File: config.mk
export PLATFORM = sky130hd
export DESIGN_NAME = intx_msg_ctrl
export DESIGN_NICKNAME = d
export VERILOG_FILES = /design/src/rtl/intx_pkg.sv /design/src/rtl/intx_axil_port.sv /design/src/rtl/intx_cmd_engine.sv /design/src/rtl/intx_msg_ctrl.sv
export SDC_FILE = /design/constraint.sdc
export NUM_CORES = 1
export LEC_CHECK = 0
export CAP_MARGIN = 10
export CORE_MARGIN = 1.5
export CORE_UTILIZATION = 40
export CTS_BUF_LIST = sky130_fd_sc_hd__clkbuf_4 sky130_fd_sc_hd__clkbuf_8 sky130_fd_sc_hd__clkbuf_16
export CTS_CLUSTER_SIZE = 12
export DETAILED_ROUTE_END_ITERATION = 12
export DONT_BUFFER_PORTS = 1
export HOLD_SLACK_MARGIN = 0.12
export PLACE_DENSITY = 0.62
export SETUP_SLACK_MARGIN = 0.05
export SYNTH_ARGS = -nofsm -noshare
export SYNTH_HDL_FRONTEND = slang
export SYNTH_SLANG_ARGS = --single-unit
File: constraint.sdc
create_clock -name clk -period 1.75 [get_ports clk]
set_input_delay 0.35 -clock clk [delete_from_list [all_inputs] [get_ports clk]]
set_output_delay 0.35 -clock clk [all_outputs]
set_load 0.1 [all_outputs]
File: src/rtl/intx_pkg.sv
// Package: shared types and constants for the legacy INTx request controller.
// Assumes: AXI4-Lite response encoding OKAY = 2'b00.
package intx_pkg;

    // Command field held in the control register, bits [1:0]
    typedef enum logic [1:0] {
        CMD_NONE     = 2'b00,
        CMD_ASSERT   = 2'b01,
        CMD_DEASSERT = 2'b10,
        CMD_BAD      = 2'b11
    } intx_cmd_e;

    localparam logic [1:0] RESP_OKAY = 2'b00;
    localparam int unsigned PIN_W    = 2;

endpackage

File: src/rtl/intx_axil_port.sv
// Module: AXI4-Lite responder for the single control register.
// Accepts a write only when address and data are both valid and no response
// is pending; turns an accepted, full-strobe write to CTRL_OFFSET into a
// one-cycle command strobe for the engine. Reads return the command bits.
// Assumes: the engine samples wr_en/wr_code on the handshake edge.
module intx_axil_port
    import intx_pkg::*;
#(
    parameter int unsigned ADDR_W      = 8,
    parameter int unsigned DATA_W      = 32,
    parameter logic [ADDR_W-1:0] CTRL_OFFSET = '0
) (
    input  logic              clk,
    input  logic              rst_n,
    input  logic [ADDR_W-1:0] s_awaddr,
    input  logic              s_awvalid,
    output logic              s_awready,
    input  logic [DATA_W-1:0] s_wdata,
    input  logic [DATA_W/8-1:0] s_wstrb,
    input  logic              s_wvalid,
    output logic              s_wready,
    output logic [1:0]        s_bresp,
    output logic              s_bvalid,
    input  logic              s_bready,
    input  logic [ADDR_W-1:0] s_araddr,
    input  logic              s_arvalid,
    output logic              s_arready,
    output logic [DATA_W-1:0] s_rdata,
    output logic [1:0]        s_rresp,
    output logic              s_rvalid,
    input  logic              s_rready,
    input  logic [1:0]        cmd_bits,
    output logic              wr_en,
    output intx_cmd_e         wr_code
);

    localparam int unsigned STRB_W = DATA_W / 8;
    localparam logic [DATA_W-1:0] VAL_ASSERT   = DATA_W'(1);
    localparam logic [DATA_W-1:0] VAL_DEASSERT = DATA_W'(2);

    logic wr_hs;
    logic rd_hs;

    // Write channel: take address and data together when no response waits
    always_comb begin
        s_awready = s_awvalid & s_wvalid & ~s_bvalid;
        s_wready  = s_awready;
        wr_hs     = s_awready;
    end

    // Command decode: only an exact 0x1 or 0x2 with all strobes counts
    always_comb begin
        if (s_wdata == VAL_ASSERT)
            wr_code = CMD_ASSERT;
        else if (s_wdata == VAL_DEASSERT)
            wr_code = CMD_DEASSERT;
        else
            wr_code = CMD_NONE;
        wr_en = wr_hs && (s_awaddr == CTRL_OFFSET) && (s_wstrb == {STRB_W{1'b1}});
    end

    // Write response register: raise after handshake, drop on bready
    always_ff @(posedge clk) begin
        if (!rst_n)
            s_bvalid <= 1'b0;
        else if (wr_hs)
            s_bvalid <= 1'b1;
        else if (s_bready)
            s_bvalid <= 1'b0;
    end

    assign s_bresp = RESP_OKAY;

    // Read address ready whenever no read data is waiting
    always_comb begin
        s_arready = ~s_rvalid;
        rd_hs     = s_arvalid & s_arready;
    end

    // Read data register: capture command bits or zero on handshake
    always_ff @(posedge clk) begin
        if (!rst_n) begin
            s_rvalid <= 1'b0;
            s_rdata  <= '0;
        end else if (rd_hs) begin
            s_rvalid <= 1'b1;
            s_rdata  <= (s_araddr == CTRL_OFFSET) ? {{(DATA_W-2){1'b0}}, cmd_bits} : '0;
        end else if (s_rready) begin
            s_rvalid <= 1'b0;
        end
    end

    assign s_rresp = RESP_OKAY;

    // write response always OKAY
    a_r10_bresp_okay: assert property (@(posedge clk) disable iff (!rst_n)
        s_bvalid |-> s_bresp == RESP_OKAY);

    // write response held until accepted
    a_r10_bvalid_hold: assert property (@(posedge clk) disable iff (!rst_n)
        (s_bvalid && !s_bready) |=> s_bvalid);

    // read data held stable until accepted
    a_r10_rdata_hold: assert property (@(posedge clk) disable iff (!rst_n)
        (s_rvalid && !s_rready) |=> (s_rvalid && $stable(s_rdata)));

    // read data upper bits are always zero
    a_r10_rdata_upper: assert property (@(posedge clk) disable iff (!rst_n)
        s_rvalid |-> (s_rdata[DATA_W-1:2] == '0));

endmodule

File: src/rtl/intx_cmd_engine.sv
// Module: command register, virtual-wire level and message request port.
// Launches a request from an accepted command when interrupts are enabled,
// nothing is outstanding and the command would change the wire level;
// holds the request until msg_ack, then clears it and updates the level.
// Assumes: msg_ack is a pulse from the generator; ack without request is stray.
module intx_cmd_engine
    import intx_pkg::*;
(
    input  logic             clk,
    input  logic             rst_n,
    input  logic             wr_en,
    input  intx_cmd_e        wr_code,
    input  logic             cfg_intx_disable,
    input  logic             cfg_msi_en,
    input  logic [PIN_W-1:0] cfg_pin,
    input  logic             msg_ack,
    output logic [1:0]       cmd_bits,
    output logic             wire_level,
    output logic             msg_valid,
    output logic             msg_assert,
    output logic [PIN_W-1:0] msg_pin
);

    logic [1:0]       cmd_q;
    logic             level_q;
    logic [PIN_W-1:0] pin_q;
    logic             gated;
    logic             idle;
    logic             is_cmd;
    logic             redundant;
    logic             launch;
    logic             done;

    // Decide whether an incoming write becomes a request
    always_comb begin
        gated     = cfg_intx_disable | cfg_msi_en;
        idle      = (cmd_q == CMD_NONE);
        is_cmd    = (wr_code == CMD_ASSERT) || (wr_code == CMD_DEASSERT);
        redundant = ((wr_code == CMD_ASSERT) && level_q) ||
                    ((wr_code == CMD_DEASSERT) && !level_q);
        launch    = wr_en && idle && !gated && is_cmd && !redundant;
        done      = !idle && msg_ack;
    end

    // Command bits, pin select and wire level state
    always_ff @(posedge clk) begin
        if (!rst_n) begin
            cmd_q   <= CMD_NONE;
            level_q <= 1'b0;
            pin_q   <= '0;
        end else if (done) begin
            cmd_q   <= CMD_NONE;
            level_q <= cmd_q[0];
        end else if (launch) begin
            cmd_q   <= wr_code;
            pin_q   <= cfg_pin;
        end
    end

    // Drive request port and status from state
    always_comb begin
        cmd_bits   = cmd_q;
        wire_level = level_q;
        msg_valid  = !idle;
        msg_assert = cmd_q[0];
        msg_pin    = pin_q;
    end

    // never more than one command bit set
    a_r7_single_cmd: assert property (@(posedge clk) disable iff (!rst_n)
        $onehot0(cmd_bits));

    // request fields hold until acknowledged
    a_r4_hold_until_ack: assert property (@(posedge clk) disable iff (!rst_n)
        (msg_valid && !msg_ack) |=> (msg_valid && $stable(msg_assert) && $stable(msg_pin)));

    // acknowledge ends the request and sets the level to the message type
    a_r5_ack_clears: assert property (@(posedge clk) disable iff (!rst_n)
        (msg_valid && msg_ack) |=> (!msg_valid && (wire_level == $past(msg_assert))));

    // gated write raises no request
    a_r6_gated_drop: assert property (@(posedge clk) disable iff (!rst_n)
        (!msg_valid && wr_en && (cfg_intx_disable || cfg_msi_en)) |=> !msg_valid);

    // a write while pending leaves the command unchanged
    a_r7_pending_ignore: assert property (@(posedge clk) disable iff (!rst_n)
        (msg_valid && wr_en && !msg_ack) |=> (cmd_bits == $past(cmd_bits)));

    // a new request always changes the wire level
    a_r9_level_change: assert property (@(posedge clk) disable iff (!rst_n)
        $rose(msg_valid) |-> (msg_assert != wire_level));

    // stray acknowledge leaves the level alone
    a_r11_stray_ack: assert property (@(posedge clk) disable iff (!rst_n)
        (!msg_valid && msg_ack && !wr_en) |=> ($stable(wire_level) && !msg_valid));

endmodule

File: src/rtl/intx_msg_ctrl.sv
// Module: top of the legacy INTx message request controller.
// Joins the AXI4-Lite responder to the command engine; exposes the
// request/acknowledge port toward the virtual-wire message generator.
// Assumes: configuration inputs are quasi-static and synchronous to clk.
module intx_msg_ctrl
    import intx_pkg::*;
#(
    parameter int unsigned ADDR_W = 8,
    parameter int unsigned DATA_W = 32,
    parameter logic [ADDR_W-1:0] CTRL_OFFSET = ADDR_W'(16)
) (
    input  logic              clk,
    input  logic              rst_n,
    input  logic [ADDR_W-1:0] s_awaddr,
    input  logic              s_awvalid,
    output logic              s_awready,
    input  logic [DATA_W-1:0] s_wdata,
    input  logic [DATA_W/8-1:0] s_wstrb,
    input  logic              s_wvalid,
    output logic              s_wready,
    output logic [1:0]        s_bresp,
    output logic              s_bvalid,
    input  logic              s_bready,
    input  logic [ADDR_W-1:0] s_araddr,
    input  logic              s_arvalid,
    output logic              s_arready,
    output logic [DATA_W-1:0] s_rdata,
    output logic [1:0]        s_rresp,
    output logic              s_rvalid,
    input  logic              s_rready,
    input  logic              cfg_intx_disable,
    input  logic              cfg_msi_en,
    input  logic [1:0]        cfg_intx_pin,
    output logic              msg_valid,
    output logic              msg_assert,
    output logic [1:0]        msg_pin,
    input  logic              msg_ack,
    output logic              intx_level
);

    logic      wr_en;
    intx_cmd_e wr_code;
    logic [1:0] cmd_bits;

    intx_axil_port #(
        .ADDR_W      (ADDR_W),
        .DATA_W      (DATA_W),
        .CTRL_OFFSET (CTRL_OFFSET)
    ) u_port (
        .clk       (clk),
        .rst_n     (rst_n),
        .s_awaddr  (s_awaddr),
        .s_awvalid (s_awvalid),
        .s_awready (s_awready),
        .s_wdata   (s_wdata),
        .s_wstrb   (s_wstrb),
        .s_wvalid  (s_wvalid),
        .s_wready  (s_wready),
        .s_bresp   (s_bresp),
        .s_bvalid  (s_bvalid),
        .s_bready  (s_bready),
        .s_araddr  (s_araddr),
        .s_arvalid (s_arvalid),
        .s_arready (s_arready),
        .s_rdata   (s_rdata),
        .s_rresp   (s_rresp),
        .s_rvalid  (s_rvalid),
        .s_rready  (s_rready),
        .cmd_bits  (cmd_bits),
        .wr_en     (wr_en),
        .wr_code   (wr_code)
    );

    intx_cmd_engine u_engine (
        .clk              (clk),
        .rst_n            (rst_n),
        .wr_en            (wr_en),
        .wr_code          (wr_code),
        .cfg_intx_disable (cfg_intx_disable),
        .cfg_msi_en       (cfg_msi_en),
        .cfg_pin          (cfg_intx_pin),
        .msg_ack          (msg_ack),
        .cmd_bits         (cmd_bits),
        .wire_level       (intx_level),
        .msg_valid        (msg_valid),
        .msg_assert       (msg_assert),
        .msg_pin          (msg_pin)
    );

    // nothing is requested in the cycle after reset
    a_r1_reset_idle: assert property (@(posedge clk)
        !rst_n |=> (!msg_valid && !intx_level && !s_bvalid && !s_rvalid));

endmodule

; Word level (Yosys, flattened, before mapping)
; Index checks and enable logic that the tools add are counted.
[classes]
reduce_logical = 20
n_bitwise = 8
eq_ne = 7
mux = 7
[ops]
columns = operator, count
row1 = == test 32 x 1 -> 1 bit (second input constant), 1
row2 = == test 32 x 2 -> 1 bit (second input constant), 1
row3 = == test 8 x 5 -> 1 bit (second input constant), 2
row4 = logical AND 1 bit, 9
row5 = two-way mux 2 bit, 3
row6 = == test 4 bit (second input constant), 1
row7 = zero test 1 bit, 4
row8 = two-way mux 1 bit, 4
row9 = inverter 1 bit, 4
row10 = nonzero test 2 bit, 2
row11 = bitwise AND 1 bit, 3
row12 = == test 2 x 1 -> 1 bit (second input constant), 1
row13 = == test 2 bit (second input constant), 1
row14 = zero test 2 bit, 1
row15 = logical OR 1 bit, 2
row16 = AND reduction 2 bit, 1
row17 = OR reduction 2 bit, 1
row18 = bitwise OR 1 bit, 1
[word_totals]
out_inout_bits = 46
inputBits = 64
ff_bits = 39
wordCells = 48

; Logic depth before layout (Yosys ltp)
[depth]
word_depth = 9
mapped_depth = 5
mapped_depth_nobuf = 5

; Cells and area by module
; From an unflattened synthesis, not the netlist that was laid out.
[unflattened]
cells_unflattened = 108
area_unflattened_um2 = 868.3
[modules_own_cells]
columns = mod, n_inst, cells_each, seq_area_each_um2, area_per_inst_um2
row1 = intx_axil_port, 1, 77, 80.1, 576.8
row2 = intx_cmd_engine, 1, 31, 100.1, 291.5

; Worst setup path after synthesis
; Ideal clock, no wire load.
[synth_timing]
path_kind = register to register
from = reg u_port.s_bvalid
to = reg u_engine.cmd_q[0], in the netlist u_engine.cmd_bits[0]
setup_ns = 0.117
arrival_ns = 2.839
period_less_slack_ns = 2.956
path_stages_with_launch = 6
required_time_ns = 1.633
setup_slack_ns = -1.206
path_buffers = 0
path_cell_list = dfxtp_1 > and3b_1 > nand3_1 > or3_4 > or4_4 > o211a_1
[synth_between]
elab_chain_cells = 8
[synth_rtl]
columns = element, line
row1 = from (decl), intx_axil_port.sv:23  ; output logic s_bvalid,
row2 = from (signal assigned), intx_axil_port.sv:65  ; s_bvalid <= 1'b0;
row3 = from (signal assigned), intx_axil_port.sv:67  ; s_bvalid <= 1'b1;
row4 = from (signal assigned), intx_axil_port.sv:69  ; s_bvalid <= 1'b0;
row5 = inverter 1 bit, intx_axil_port.sv:46  ; s_awready = s_awvalid & s_wvalid & ~s_bvalid;
row6 = bitwise AND 1 bit, intx_axil_port.sv:46
row7 = net s_awready, intx_msg_ctrl.sv:16  ; output logic s_awready,
row8 = logical AND 1 bit (2 in series), intx_axil_port.sv:59  ; wr_en = wr_hs && (s_awaddr == CTRL_OFFSET) && (s_wstrb == {STRB_W{1'b1}});
row9 = logical AND 1 bit (4 in series), intx_cmd_engine.sv:41  ; launch = wr_en && idle && !gated && is_cmd && !redundant;
row10 = to (signal assigned), intx_cmd_engine.sv:55  ; cmd_q <= wr_code;
row11 = to (decl), intx_cmd_engine.sv:24  ; logic [1:0] cmd_q;
; The timed path passes the listed nets, and every way through them passes these cells.
; A chain may end at the register's enable or synchronous reset.

; Worst setup path after layout
[layout_timing]
from = reg u_port.s_bvalid
to = reg u_engine.cmd_q[0], in the netlist u_engine.cmd_bits[0]
[layout_between]
elab_chain_cells = 8
[layout_rtl]
columns = element, line
row1 = inverter 1 bit, intx_axil_port.sv:46
row2 = bitwise AND 1 bit, intx_axil_port.sv:46
row3 = logical AND 1 bit (2 in series), intx_axil_port.sv:59
row4 = logical AND 1 bit (4 in series), intx_cmd_engine.sv:41
; Every way passes these cells.

==> flow_summary_export.csv <==
group,metric,value,unit
global_routing,use_met2,27.7,%
logic_synthesis,netlist_instances,101,
setup_path,worstSetupEndpointType,"flop",
place,hpwlAfterDp,1550,um
outcome,status,"finished, final reports clean",
setup_path,path_cells,"and3b_4, nand3_2, or3_4, or4_4, o211a_1",
min_path,hold_class,"primary input to flop",
floorplan,dieWidth,48.1,um
sta,fmax,588,MHz
clock_network,postCtsSetupRepairBufs,0,
logic_synthesis,syn_area,815,um^2
floorplan,die_h,48.1,um
final_layout,finalNonFillerCells,147,
floorplan,fp-row-count,16,
final_layout,drive_gt1_share,30.8,%
place,portBuffers,0,
logic_synthesis,avgSynthCellArea,8.06,um^2
clock_network,cts_root_buf,"clkbuf_4",
setup_path,crit_required,1.91,ns
clock_network,cts_buffers,3,
setup_path,arrival,1.87,ns
clock_network,cts_tree,"yes",
setup_path,cp_max_fo,2,
setup_path,cp_slowest_cell,"or4_4",
sta,finalCriticalPeriod,1.70,ns
power,p_per_area,876,mW/mm^2
final_layout,multiInputGateArea,499,um^2
sta,skew,0.00314,ns
place,gp_congestion,0.725,
place,dp_cells,143,
final_layout,regArea,190,um^2
global_routing,met1_usage,14.4,%
setup_path,worstRegToRegCells,5,
final_layout,fillerInstances,211,
floorplan,start_util,41.9,%
logic_synthesis,yosysSeqAreaShare,22.1,%
sta,drv_slew,0,
clock_network,cts.clk_slew.worst_paths,0.07,ns
run,maxCapViolCount,0,
routing,drc_errors,0,
clock_network,h-tree-depth,1,
global_routing,grt.busiest_layer,"met2",
power,ir_drop,0.427,mV
global_routing,grt_max_degree,9,
routing,first_iter_violations,6,
logic_synthesis,synth_warnings,0,
global_routing,grt_pass1_wl,2330,um
setup_path,slowest_delay,0.43,ns
sta,rsz0062_at_grt,"yes",
global_routing,grt_util_all_layers,15.1,%
global_routing,use_met3,5.93,%
power,p_leak,0.000388,uW
final_layout,n_antenna_cell,0,
setup_path,critPathKind,"flop to flop",
final_layout,nets,185,
sta,hold_violations,0,
routing,detail-route-antenna-nets,0,
routing,wl_per_cell,11.8,um
global_routing,antenna_found_initial,0,
min_path,hold_depth,2,
global_routing,grt_pass1_vias,577,
setup_path,crit_buf_inv,0,
routing,drt-total-wl,1730,um
routing,dr.pass1.iters,4,
floorplan,num_io_pins,110,
sta,final-setup-viol-count,0,
sta,period_share,97.2,%
routing,vias,687,
final_layout,syn_to_final_growth,11.2,%
logic_synthesis,ys_seq_elements,9,
clock_network,clockBufferDepth,2,
global_routing,globalRouteOverflowTotal,0,
clock_network,worstSkewPairLatency,0.27,ns
clock_network,cts_sinks,9,
place,placed_area,866,um^2
setup_path,worst_setup_path_start_kind,"flop",
setup_path,crit_family,"simple AND/OR/NAND/NOR gates",
routing,vias_per_cell,4.67,
logic_synthesis,yosysUniqueCellTypes,27,
setup_path,cp.depth,5,
final_layout,fin_area,906,um^2
floorplan,coreArea,0.00194,mm^2
floorplan,die-area,0.00232,mm^2
==> per-layer routing <==
metal	part of all wire, %	vias to the layer above
met5	0	-
met4	0	0
met3	11	0
met1	33	300
li1	-	327
met2	56	60
==> path summary, 6_finish.rpt <==
| kind | to | from | slack (ns) |
|---|---|---|---|
| worst max-delay path | u_engine.cmd_bits[0] | u_port.s_bvalid | 0.05 |
| worst min-delay path | u_engine.msg_pin[0] | cfg_intx_pin[0] | 0.24 |
| worst max register to register | u_engine.cmd_bits[0] | u_port.s_bvalid | 0.05 |
| worst min register to register | u_port.s_rvalid | u_port.s_rvalid | 0.50 |
==> worst reg2reg max path, delay by kind of cell, from the launching register on <==
kind | cells | cell delay [ns]
AND/OR/NAND/NOR | 4 | 1.13
flip-flops | 1 | 0.34
AO/OA/AOI/OAI | 1 | 0.12
==> metrics by stage <==
step	setup slack (ns)	total power (uW)	hold slack, ns	utilization (%)	setup TNS (ns)
2_1_floorplan	-0.361	668	0.465	-	-0.846
3_3_place_gp	-0.00952	624	0.472	44.6	-0.00952
3_5_place_dp	-0.0837	625	0.493	44.6	-0.125
4_1_cts	0.0424	798	0.229	46.4	0
5_1_grt	-0.00398	828	0.226	46.6	-0.00398
6_report	0.0494	793	0.236	46.6	0
==> power breakdown <==
part           switching, uW  internal, uW
Sequential              2.14           206
Combinational            388          30.4
Clock                   82.4          84.6
==> Yosys cell counts, drive strengths merged <==
library cell,instances,area (um^2)
buf,35,263
dfxtp,9,180
nor4,8,56.3
nor2,6,22.5
a21oi,5,25.0
inv,4,15.0
nand2b,4,25.0
a22oi,3,22.5
nand2,3,11.3
nand4,3,18.8
nor4b,3,38.8
o21ai,3,15.0
nand3,2,10.0
nor3,2,10.0
a21boi,1,11.3
and3b,1,8.76
and4b,1,10.0
and4bb,1,12.5
conb,1,3.75
nand3b,1,7.51
o211a,1,10.0
or2,1,6.26
or3,1,11.3
or3b,1,8.76
or4,1,11.3
==> state kept, by name, indices dropped and copies added, names as in the netlist <==
signal and cells:
u_port.s_rvalid 1, u_engine.cmd_bits 2, u_port.s_rdata 2, u_engine.wire_level 1
u_engine.msg_pin 2, u_port.s_bvalid 1
==> kinds of logic (layout without fill, tap and decap cells) <==
logic type / count (synthesis) / after routing / share of synthesized area [%]
simple gates: 39 / 39 / 33.0
buf+inv: 39 / 25 / 34.1
compound gates: 13 / 13 / 10.3
flops: 9 / 9 / 22.1
other cells: 1 / 34 / 0.460
==> cell type report <==
cell class | count | area share (%)
clock inverter | 1 | 0.552
tap | 27 | 3.73
clock buffer | 3 | 2.49
timing repair buffer | 17 | 15.5
sequential | 9 | 21.0
multi-input combinational | 86 | 55.1
inverter | 4 | 1.66
==> layout by cell type, fill, tap and decap left out, types with 2 or more instances in the layout <==
master	Yosys	layout
a21oi_1	5	5
a22oi_1	3	3
buf_4	35	16
clkbuf_4	0	3
conb_1	1	34
dfxtp_1	9	5
dfxtp_2	0	2
dfxtp_4	0	2
inv_1	4	4
nand2_1	3	3
nand2b_1	4	3
nand4_1	3	3
nor2_1	6	6
nor3_1	2	2
nor4_1	7	7
nor4b_2	2	2
o21ai_0	3	3
==> timing repair <==
action | in CTS | in global routing
endpoints found under the setup margin | 3 | 4
hold buffers | 0 | 0
gates resized for setup | 2 | 1
(Power assumes the default switching activity.)
